===== src/rtl/sbsr_pkg.sv =====
`timescale 1ns/1ps
package sbsr_pkg;
  localparam int SB_W     = 8;
  localparam int ERR_BIT  = 2;
  localparam int QUES_BIT = 3;
  localparam int MSG_BIT  = 4;
  localparam int STD_BIT  = 5;
  localparam int MSS_BIT  = 6;
  localparam int OPER_BIT = 7;

  // Strobes from control to datapath.
  typedef struct packed {
    logic loadSre;
  } ctrlStrobe_t;
endpackage


===== src/rtl/sbsr_datapath.sv =====
`timescale 1ns/1ps
module sbsr_datapath
  import sbsr_pkg::*;
#(
  parameter int QUES_W = 16,
  parameter int OPER_W = 16,
  parameter int STD_W  = 8
) (
  input  logic              clk,
  input  logic              rstN,
  input  ctrlStrobe_t       strobe,
  input  logic [SB_W-1:0]   sreWrData,
  input  logic              errQueueNotEmpty,
  input  logic              msgAvail,
  input  logic [QUES_W-1:0] quesEvent,
  input  logic [QUES_W-1:0] quesEnable,
  input  logic [OPER_W-1:0] operEvent,
  input  logic [OPER_W-1:0] operEnable,
  input  logic [STD_W-1:0]  stdEvent,
  input  logic [STD_W-1:0]  stdEnable,
  output logic [SB_W-1:0]   sreQ,
  output logic [SB_W-1:0]   sbNoMss,
  output logic              mss,
  output logic [SB_W-1:0]   statusByte
);
  localparam logic [SB_W-1:0] SRE_WMASK = ~(SB_W'(1) << MSS_BIT);

  logic quesSum, operSum, stdSum;

  assign quesSum = |(quesEvent & quesEnable);
  assign operSum = |(operEvent & operEnable);
  assign stdSum  = |(stdEvent & stdEnable);

  always_comb begin
    sbNoMss           = '0;
    sbNoMss[ERR_BIT]  = errQueueNotEmpty;
    sbNoMss[QUES_BIT] = quesSum;
    sbNoMss[MSG_BIT]  = msgAvail;
    sbNoMss[STD_BIT]  = stdSum;
    sbNoMss[OPER_BIT] = operSum;
  end

  assign mss = |(sbNoMss & sreQ);

  always_comb begin
    statusByte          = sbNoMss;
    statusByte[MSS_BIT] = mss;
  end

  always_ff @(posedge clk or negedge rstN) begin
    if (!rstN)                sreQ <= '0;
    else if (strobe.loadSre)  sreQ <= sreWrData & SRE_WMASK;
  end
endmodule


===== src/rtl/sbsr_control.sv =====
`timescale 1ns/1ps
module sbsr_control
  import sbsr_pkg::*;
(
  input  logic            clk,
  input  logic            rstN,
  input  logic [SB_W-1:0] sbNoMss,
  input  logic [SB_W-1:0] sreQ,
  input  logic            mss,
  input  logic            errEntered,
  input  logic            srqClear,
  input  logic            sreWrEn,
  output ctrlStrobe_t     strobe,
  output logic            srqOut
);
  logic [SB_W-1:0] prevQ;
  logic [SB_W-1:0] riseVec;
  logic            anyRise;

  for (genvar b = 0; b < SB_W; b++) begin : g_rise
    if (b == MSS_BIT) begin : g_skip
      assign riseVec[b] = 1'b0;
    end else if (b == ERR_BIT) begin : g_err
      assign riseVec[b] = sreQ[b] & sbNoMss[b] & (errEntered | ~prevQ[b]);
    end else begin : g_plain
      assign riseVec[b] = sreQ[b] & sbNoMss[b] & ~prevQ[b];
    end
  end

  assign anyRise = |riseVec;
  assign strobe.loadSre = sreWrEn;

  always_ff @(posedge clk or negedge rstN) begin
    if (!rstN) begin
      prevQ  <= '0;
      srqOut <= 1'b0;
    end else begin
      prevQ  <= sbNoMss;
      srqOut <= anyRise | (srqOut & ~srqClear & mss);
    end
  end
endmodule


===== src/rtl/status_srq_top.sv =====
`timescale 1ns/1ps
module status_srq_top
  import sbsr_pkg::*;
#(
  parameter int QUES_W = 16,
  parameter int OPER_W = 16,
  parameter int STD_W  = 8
) (
  input  logic              clk,
  input  logic              rstN,
  input  logic              errQueueNotEmpty,
  input  logic              errEntered,
  input  logic              msgAvail,
  input  logic [QUES_W-1:0] quesEvent,
  input  logic [QUES_W-1:0] quesEnable,
  input  logic [OPER_W-1:0] operEvent,
  input  logic [OPER_W-1:0] operEnable,
  input  logic [STD_W-1:0]  stdEvent,
  input  logic [STD_W-1:0]  stdEnable,
  input  logic              sreWrEn,
  input  logic [7:0]        sreWrData,
  output logic [7:0]        sreRdData,
  output logic [7:0]        statusByte,
  input  logic              srqClear,
  output logic              srqOut
);
  ctrlStrobe_t     strobe;
  logic [SB_W-1:0] sreQ, sbNoMss;
  logic            mss;

  sbsr_datapath #(.QUES_W(QUES_W), .OPER_W(OPER_W), .STD_W(STD_W)) u_dp (
    .clk(clk), .rstN(rstN), .strobe(strobe), .sreWrData(sreWrData),
    .errQueueNotEmpty(errQueueNotEmpty), .msgAvail(msgAvail),
    .quesEvent(quesEvent), .quesEnable(quesEnable),
    .operEvent(operEvent), .operEnable(operEnable),
    .stdEvent(stdEvent), .stdEnable(stdEnable),
    .sreQ(sreQ), .sbNoMss(sbNoMss), .mss(mss), .statusByte(statusByte)
  );

  sbsr_control u_ctl (
    .clk(clk), .rstN(rstN), .sbNoMss(sbNoMss), .sreQ(sreQ), .mss(mss),
    .errEntered(errEntered), .srqClear(srqClear), .sreWrEn(sreWrEn),
    .strobe(strobe), .srqOut(srqOut)
  );

  assign sreRdData = sreQ;
endmodule


===== config.mk =====
export PLATFORM = sky130hd
export DESIGN_NAME = status_srq_top
export DESIGN_NICKNAME = d
export VERILOG_FILES = /design/src/rtl/sbsr_pkg.sv /design/src/rtl/sbsr_datapath.sv /design/src/rtl/sbsr_control.sv /design/src/rtl/status_srq_top.sv
export SDC_FILE = /design/constraint.sdc
export NUM_CORES = 1
export LEC_CHECK = 0
export ABC_AREA = 0
export BUFFER_PORTS_ARGS = -buffer_cell sky130_fd_sc_hd__buf_2
export CAP_MARGIN = 25
export CELL_PAD_IN_SITES_DETAIL_PLACEMENT = 1
export CELL_PAD_IN_SITES_GLOBAL_PLACEMENT = 1
export CORE_MARGIN = 4
export CORE_UTILIZATION = 17
export CTS_CLUSTER_DIAMETER = 80
export DETAILED_ROUTE_END_ITERATION = 7
export PLACE_DENSITY_LB_ADDON = 0.1
export SLEW_MARGIN = 20
export SYNTH_ARGS = -nofsm -noshare
export SYNTH_HDL_FRONTEND = slang
export SYNTH_SLANG_ARGS = --single-unit

===== constraint.sdc =====
create_clock -name clk -period 1.9 [get_ports clk]
set_input_delay 0.38 -clock clk [delete_from_list [all_inputs] [get_ports clk]]
set_output_delay 0.38 -clock clk [all_outputs]
set_load 0.02 [all_outputs]

======== After elaboration in Yosys (flattened, before gate mapping) ========
Index checks and enable logic that the tools add are counted.
operators by class
  bitwise logic cells ..................... 24
  reductions and logical operators ........ 5
operator list
  operator             number
  AND 16 bit           2
  OR reduction 16 bit  2
  AND 8 bit            2
  OR reduction 8 bit   2
  AND 1 bit            12
  inverter 1 bit       6
  OR reduction 5 bit   1
  bitwise OR 1 bit     2
storage, ports and cells
  input port bits ......................... 95
  logic and storage cells ................. 32
  register bits after elaboration ......... 13
  output and inout port bits .............. 17

======== Depth between registers and ports, before layout ========
Gate-level depths: netlist of the first run.
  word-level depth ........................ 6
  gate-level depth with buffers ........... 6

======== Modules after synthesis ========
A second synthesis of the first run with hierarchy kept.
second synthesis, totals
  cells, all modules ...................... 94
  area total of the unflattened synthesis .. 908.4 um^2
modules (own cells, without submodules)
  module         cells an instance  times used  area each (um^2)
  sbsr_datapath  72                 1           629.4
  sbsr_control   22                 1           279.0

======== Worst setup path before layout of the first run ========
No wires, ideal clock.
  kind .................................... input to output
  start point ............................. in operEvent[6]
  end point ............................... out statusByte[6]
  stages on the path ...................... 6
  arrival ................................. 1.472 ns
  slack ................................... 0.048 ns
  cell sequence ........................... a22o_1 > a221oi_2 > nand4_2 > a221oi_2 > nand2_1 > buf_4
between the ends
  word-level cells in the longest chain between the ends .. 4
ends and longest elaborated chain
  what                 line                  text
  start, declared      status_srq_top.sv:16  input logic [OPER_W-1:0] operEvent,
  AND 16 bit           sbsr_datapath.sv:31   assign operSum = |(operEvent & operEnable);
  OR reduction 16 bit  sbsr_datapath.sv:31
  net u_dp.operSum     sbsr_datapath.sv:28   logic quesSum, operSum, stdSum;
  AND 8 bit            sbsr_datapath.sv:43   assign mss = |(sbNoMss & sreQ);
  OR reduction 8 bit   sbsr_datapath.sv:43
  end, declared        status_srq_top.sv:23  output logic [7:0] statusByte,
The timed path passes the listed nets, and every way through them passes these cells.

======== Worst setup path in the final report of the first run ========
  start point ............................. in operEnable[7]
  end point ............................... out statusByte[6]
between the ends
  word-level cells in the longest chain between the ends .. 4
ends and longest elaborated chain
  what                 line                  text
  start, declared      status_srq_top.sv:17  input logic [OPER_W-1:0] operEnable,
  AND 16 bit           sbsr_datapath.sv:31
  OR reduction 16 bit  sbsr_datapath.sv:31
  AND 8 bit            sbsr_datapath.sv:43
  OR reduction 8 bit   sbsr_datapath.sv:43
Every way passes these cells.

==> impl_metrics.py, run 1 <==
metrics = {
    "sta": {
        "postLayoutSetupSlackWorst_ns": -0.08418,
        "setup-violations-final": 1,
        "slew_viol_final": 0,
        "skew_ns": 0.003427,
        "rsz0062_at_grt": "true",
        "min_period_ns": 1.984,
        "holdWs_ns": 0.01840,
        "post-route-period-util": 1.044,
        "finalHoldViolCount": 0,
        "fmax_ghz": 0.5040,
    },
    "detailed_routing": {
        "drt.antenna.violating_nets": 0,
        "drc": 0,
        "vias": 990,
        "routed_wl_mm": 3.125,
        "vias_per_cell": 4.323,
        "wl_met2_mm": 1.707,
        "dr_wl_met3_um": 427,
        "first_iter_violations": 5,
        "wl_met1_um": 972,
        "top_layer_used": "met4",
        "wl_per_cell_um": 13.65,
        "drt_pass1_iterations": 2,
    },
    "job": {
        "drv_cap": 0,
    },
    "global_routing": {
        "grt_max_degree": 14,
        "grt_usage": 0.1044,
        "grt_pass1_vias": 1130,
        "antenna_found_initial": 0,
        "overflow": 0,
        "grt_pass1_wl_mm": 5.037,
    },
    "floorplan": {
        "die_area_sq_um": 5865,
        "coreArea_sq_um": 4444,
        "start_util": 0.1799,
        "fp.dieW_um": 76.58,
        "placementRows": 24,
        "die-height_um": 76.58,
        "pin_count": 112,
    },
    "setup_path": {
        "regToRegSetupSlack_ns": 0.70,
        "cp.required_ns": 1.52,
        "cp-startpoint": "operEnable[7]",
        "reg2reg_to": "u_ctl.srqOut$_DFF_PN0_",
        "path_cells": "buf_6 > a22o_1 > a221oi_2 > nand4_2 > a221oi_2 > nand2_1 > buf_6",
        "r2r_cells": 6,
        "path_depth": 7,
        "cp_data_arrival_time_ns": 1.60,
        "cp_top_family": "compound AO/OA/AOI/OAI gates",
        "crit_type": "primary input to output pin",
        "endpoint": "statusByte[6]",
        "crit_buf_inv": 2,
        "r2r_start": "u_dp.sreQ[2]$_DFFE_PN0P_",
        "cp_max_fo": 2,
        "endpoint_kind": "output pin",
        "critPathMaxStageDelay_ns": 0.30,
        "slowest_stage": "a221oi_2",
        "startpoint_type": "primary input",
    },
    "logic_synthesis": {
        "ys_ff_latch": 13,
        "syn_area_sq_um": 799.5,
        "synthCells": 70,
        "yosys_most_used_dff": "dfrtp_1",
        "synth_seq_area_share": 0.4069,
        "yosys-top-cells-area": "dfrtp_1 41%, a221oi_2 9.4%, a22o_1 8.8%, buf_4 8.5%, mux2_1 5.6%",
        "yosysMostFrequentCell": "dfrtp_1",
        "synth_top_cell_by_area": "dfrtp_1",
        "yosysWarnings": 0,
        "yosysUniqueCellTypes": 21,
        "synth.avg_cell_area_sq_um": 11.42,
        "yosysTopAreaCellShare": 0.4069,
        "yosys-top-cells-count": "13 x dfrtp_1, 9 x buf_4, 8 x a22o_1",
        "async_flop_share": 1.000,
        "synth_edf_count": 0,
    },
    "outcome": {
        "violations": "negative setup slack",
        "outcome": "finished with violations",
    },
    "final_layout": {
        "nNetsFinal": 273,
        "drive_gt1_frac": 0.7006,
        "layout.cells.non_filler": 229,
        "diodes": 0,
        "fin_area_sq_um": 1443,
        "syn2layout_area_growth_pct": 80.44,
    },
    "placed_design": {
        "port_buffers": 107,
        "hpwl_mm": 2.906,
        "pre_cts_slack_ns": -0.2030,
        "dpl.cell_count": 223,
        "gp_congestion": 0.6999,
        "placed_cell_area_sq_um": 1351,
    },
    "hold_path": {
        "worstHoldPathType": "primary input to async pin",
    },
    "clocking": {
        "cts_sinks": 13,
        "postCtsHoldBufs": 0,
        "cts_tree": "yes",
        "cts_buffer_depth": 2,
        "root_buffer": "clkbuf_8",
        "cts_htree_levels": 1,
        "clk_pin_slew_ns": 0.05,
        "insertion_delay_ns": 0.23,
        "numCtsBuffers": 3,
    },
    "power": {
        "ir_worst_vdd_mv": 0.1766,
        "p_leak_nw": 0.7846,
        "p_per_area_nw_per_um2": 564.2,
    },
}
-- sequential cells by signal (all words and copies together), names as in the netlist --
name / count
u_dp.sreQ: 7
u_ctl.srqOut: 1
u_ctl.prevQ: 5
-- worst min-delay path by stage --
stage	from	endpoint	slack (ns)	cells after the start
2_1_floorplan	rstN	u_ctl.prevQ[2]$_DFF_PN0_	0.08	0
3_3_place_gp	rstN	u_dp.sreQ[1]$_DFFE_PN0P_	0.28	1
3_5_place_dp	rstN	u_dp.sreQ[0]$_DFFE_PN0P_	0.28	1
4_1_cts	rstN	u_dp.sreQ[7]$_DFFE_PN0P_	0.03	1
5_1_grt	rstN	u_ctl.prevQ[2]$_DFF_PN0_	0.03	1
6_report	rstN	u_ctl.prevQ[2]$_DFF_PN0_	0.02	1
-- metal layers --
| layer | vias to the layer above | global-route usage |
|---|---|---|
| met5 | - | 0 |
| met4 | 0 | 0.02174 |
| met3 | 2 | 0.04846 |
| met2 | 65 | 0.2030 |
| met1 | 439 | 0.09892 |
| li1 | 484 | - |
-- area by class of cell --
class	instances	area, sq um
repair buffers	111	596.8
multi-input cells	45	395.4
flip-flops and latches	13	325.3
well taps	52	65.06
inverters	4	15.01
clock buffers	4	45.04
fillers	557	3002
-- power breakdown --
group | internal, mW | switching, mW
clock | 0.148 | 0.0906
combinational | 0.143 | 0.118
sequential | 0.300 | 0.0146
-- cell usage in the layout (no fill, tap or decap), drive strengths merged --
| cell | synthesis | final |
|---|---|---|
| a31oi | 2 | 2 |
| o211a | 1 | 1 |
| nand4 | 2 | 2 |
| and4 | 1 | 1 |
| inv | 4 | 4 |
| clkbuf | 1 | 4 |
| dfrtp | 13 | 13 |
| nand2b | 1 | 1 |
| buf | 9 | 111 |
| o22ai | 1 | 1 |
| mux2 | 7 | 7 |
| a32oi | 1 | 1 |
| nand2 | 4 | 4 |
| nor2b | 1 | 1 |
| a221oi | 9 | 9 |
| a22o | 8 | 8 |
| a22oi | 4 | 4 |
| conb | 1 | 3 |
-- kinds of logic after synthesis --
kind of cell	count (synthesis)	share of synthesized area
and+or+nand+nor	9	0.07199
other	1	0.004690
buffers and inverters	14	0.1080
muxes	7	0.09858
DFF	13	0.4069
AOI/OAI and AO/OA	26	0.3099
-- metrics by stage --
step | utilization | TNS, ns | power, mW
2_1_floorplan | - | 0 | 0.4375
3_3_place_gp | 0.3041 | -0.1592 | 0.5676
3_5_place_dp | 0.3041 | -0.2030 | 0.5761
4_1_cts | 0.3246 | -0.1191 | 0.8311
5_1_grt | 0.3246 | -0.1781 | 0.8734
6_report | 0.3246 | -0.08418 | 0.8140
-- repair_timing --
item	4_1_cts	5_1_grt
gates resized for setup	6	0
pin swaps	7	0
setup endpoints to repair	1	1
buffers inserted	2	0
Note: power is estimated with default switching activity, not from simulation.
==> run 2: changes to the inputs <==
--- a/config.mk
+++ b/config.mk
@@ -12,6 +12,7 @@
 export CELL_PAD_IN_SITES_GLOBAL_PLACEMENT = 1
 export CORE_MARGIN = 4
 export CORE_UTILIZATION = 17
+export CTS_BUF_LIST = sky130_fd_sc_hd__clkbuf_16
 export CTS_CLUSTER_DIAMETER = 80
 export DETAILED_ROUTE_END_ITERATION = 7
 export PLACE_DENSITY_LB_ADDON = 0.1
==> run 2 against run 1 <==
Effect of this change: the flow still finishes with violations (negative setup slack); non-clock buffer count is the same; combinational power is essentially flat; clock power grew 61%; worst hold slack gained 0.0034 ns; maximum frequency shrank 0.71%; sequential power is essentially flat; cell area grew 2.3%; die area is the same.
==> impl_metrics.py, run 2 (same netlist as run 1, synthesis figures left out) <==
metrics = {
    "setup_path": {
        "cp_data_arrival_time_ns": 1.62,
        "slowest_stage": "a221oi_2",
        "endpoint_kind": "output pin",
        "path_cells": "buf_6 > a22o_1 > a221oi_2 > nand4_2 > a221oi_2 > nand2_1 > buf_6",
        "startpoint_type": "primary input",
        "crit_type": "primary input to output pin",
        "cp.required_ns": 1.52,
        "cp_max_fo": 2,
        "critPathMaxStageDelay_ns": 0.31,
    },
    "power": {
        "power_uw": 959.8,
        "ir_worst_vdd_mv": 0.2370,
        "p_per_area_nw_per_um2": 650.1,
        "p_leak_nw": 0.8041,
    },
    "global_routing": {
        "antenna_found_initial": 0,
        "grt_pass1_wl_mm": 5.071,
        "grt_pass1_vias": 1147,
        "overflow": 0,
        "grtUsageMet1": 0.09821,
        "grt-busiest-layer": "met2",
        "grt_max_degree": 14,
        "grt_use_met3": 0.04846,
        "grt_usage": 0.1067,
        "use_met2": 0.2039,
    },
    "detailed_routing": {
        "drt_pass1_iterations": 3,
        "vias": 991,
        "first_iter_violations": 6,
        "wl_per_cell_um": 13.74,
        "drt.antenna.violating_nets": 0,
        "vias_per_cell": 4.328,
        "drc": 0,
        "routed_wl_mm": 3.147,
    },
    "final_layout": {
        "drive_gt1_frac": 0.7006,
        "multiInputGateArea_sq_um": 395.4,
        "largestRegisters": "u_dp.sreQ x7, u_ctl.prevQ x5, u_ctl.srqOut x1",
        "nNetsFinal": 273,
        "syn2layout_area_growth_pct": 84.66,
        "diodes": 0,
        "seq_area_sq_um": 325.3,
        "mostFrequentLayoutCell": "buf_2",
        "utilization": 0.3322,
        "top_register": "u_dp.sreQ",
        "final_cell_mix": "102 x buf_2, 13 x dfrtp_1, 8 x a22o_1",
        "layout.cells.non_filler": 229,
        "num-fill-cells": 552,
        "fin_area_sq_um": 1476,
        "largest_reg_flops": 7,
    },
    "placed_design": {
        "port_buffers": 107,
        "hpwl_mm": 2.906,
        "pre_cts_slack_ns": -0.2030,
        "dpl.cell_count": 223,
        "gp_congestion": 0.6999,
        "placed_cell_area_sq_um": 1351,
    },
    "clocking": {
        "cts_tree": "yes",
        "numCtsBuffers": 3,
        "insertion_delay_ns": 0.24,
        "cts_buffer_depth": 2,
        "root_buffer": "clkbuf_16",
        "cts_sinks": 13,
        "cts_htree_levels": 1,
        "clk_pin_slew_ns": 0.04,
    },
    "sta": {
        "skew_ns": 0.0006044,
        "min_period_ns": 1.998,
        "slew_viol_final": 0,
        "fmax_ghz": 0.5004,
        "holdWs_ns": 0.02177,
        "finalHoldViolCount": 0,
        "post-route-period-util": 1.052,
        "rsz0062_at_grt": "true",
        "fin_setup_tns_ns": -0.09841,
        "setup-violations-final": 1,
        "postLayoutSetupSlackWorst_ns": -0.09841,
    },
    "floorplan": {
        "pin_count": 112,
        "die-height_um": 76.58,
        "start_util": 0.1799,
        "placementRows": 24,
        "coreArea_sq_um": 4444,
        "die_area_sq_um": 5865,
        "fp.dieW_um": 76.58,
    },
    "outcome": {
        "violations": "negative setup slack",
        "outcome": "finished with violations",
    },
    "hold_path": {
        "worstHoldPathType": "primary input to async pin",
    },
    "job": {
        "drv_cap": 0,
    },
}
-- run 2: final timing paths --
kind,startpoint,end,slack [ns],depth (start not counted)
max,operEnable[7],statusByte[6],-0.1,7
min,rstN,u_ctl.prevQ[2]$_DFF_PN0_,0.02,1
max reg2reg,u_dp.sreQ[2]$_DFFE_PN0P_,u_ctl.srqOut$_DFF_PN0_,0.68,6
min reg2reg,u_ctl.prevQ[3]$_DFF_PN0_,u_ctl.srqOut$_DFF_PN0_,0.44,1
max in group asynchronous,rstN,u_dp.sreQ[0]$_DFFE_PN0P_,1.65,1
min in group clk,msgAvail,u_ctl.prevQ[4]$_DFF_PN0_,0.27,1
-- run 2: layer usage --
metal	part of all wire	vias up
met3	0.14	4
met4	0.010	0
met5	0	-
met2	0.55	67
met1	0.31	437
li1	-	483
-- run 2: final cells by class --
type / instances / area share
Timing Repair Buffer: 111 / 0.4042
Multi-Input combinational cell: 45 / 0.2678
Sequential cell: 13 / 0.2203
Clock buffer: 3 / 0.05085
Tap cell: 52 / 0.04407
Inverter: 4 / 0.01017
Clock inverter: 1 / 0.002542
-- run 2: what timing repair did --
item / in CTS / in global routing
hold buffers: 0 / 0
gates resized for setup: 6 / 0
endpoints found under the setup margin: 1 / 1
buffers inserted: 2 / 0
pin swaps: 7 / 0
-- run 2: power breakdown --
| group | leakage [nW] | total (mW) | internal (mW) | switching, mW |
|---|---|---|---|---|
| clock | 0.0423 | 0.383 | 0.276 | 0.106 |
| combinational | 0.617 | 0.262 | 0.143 | 0.119 |
| sequential | 0.145 | 0.316 | 0.301 | 0.0146 |
| total | 0.804 | 0.960 | 0.720 | 0.240 |
-- run 2: worst max-delay path: cells and delay by family --
family          cells  cell delay [ns]
simple gates        2             0.26
buf+inv             2             0.23
compound gates      3             0.74
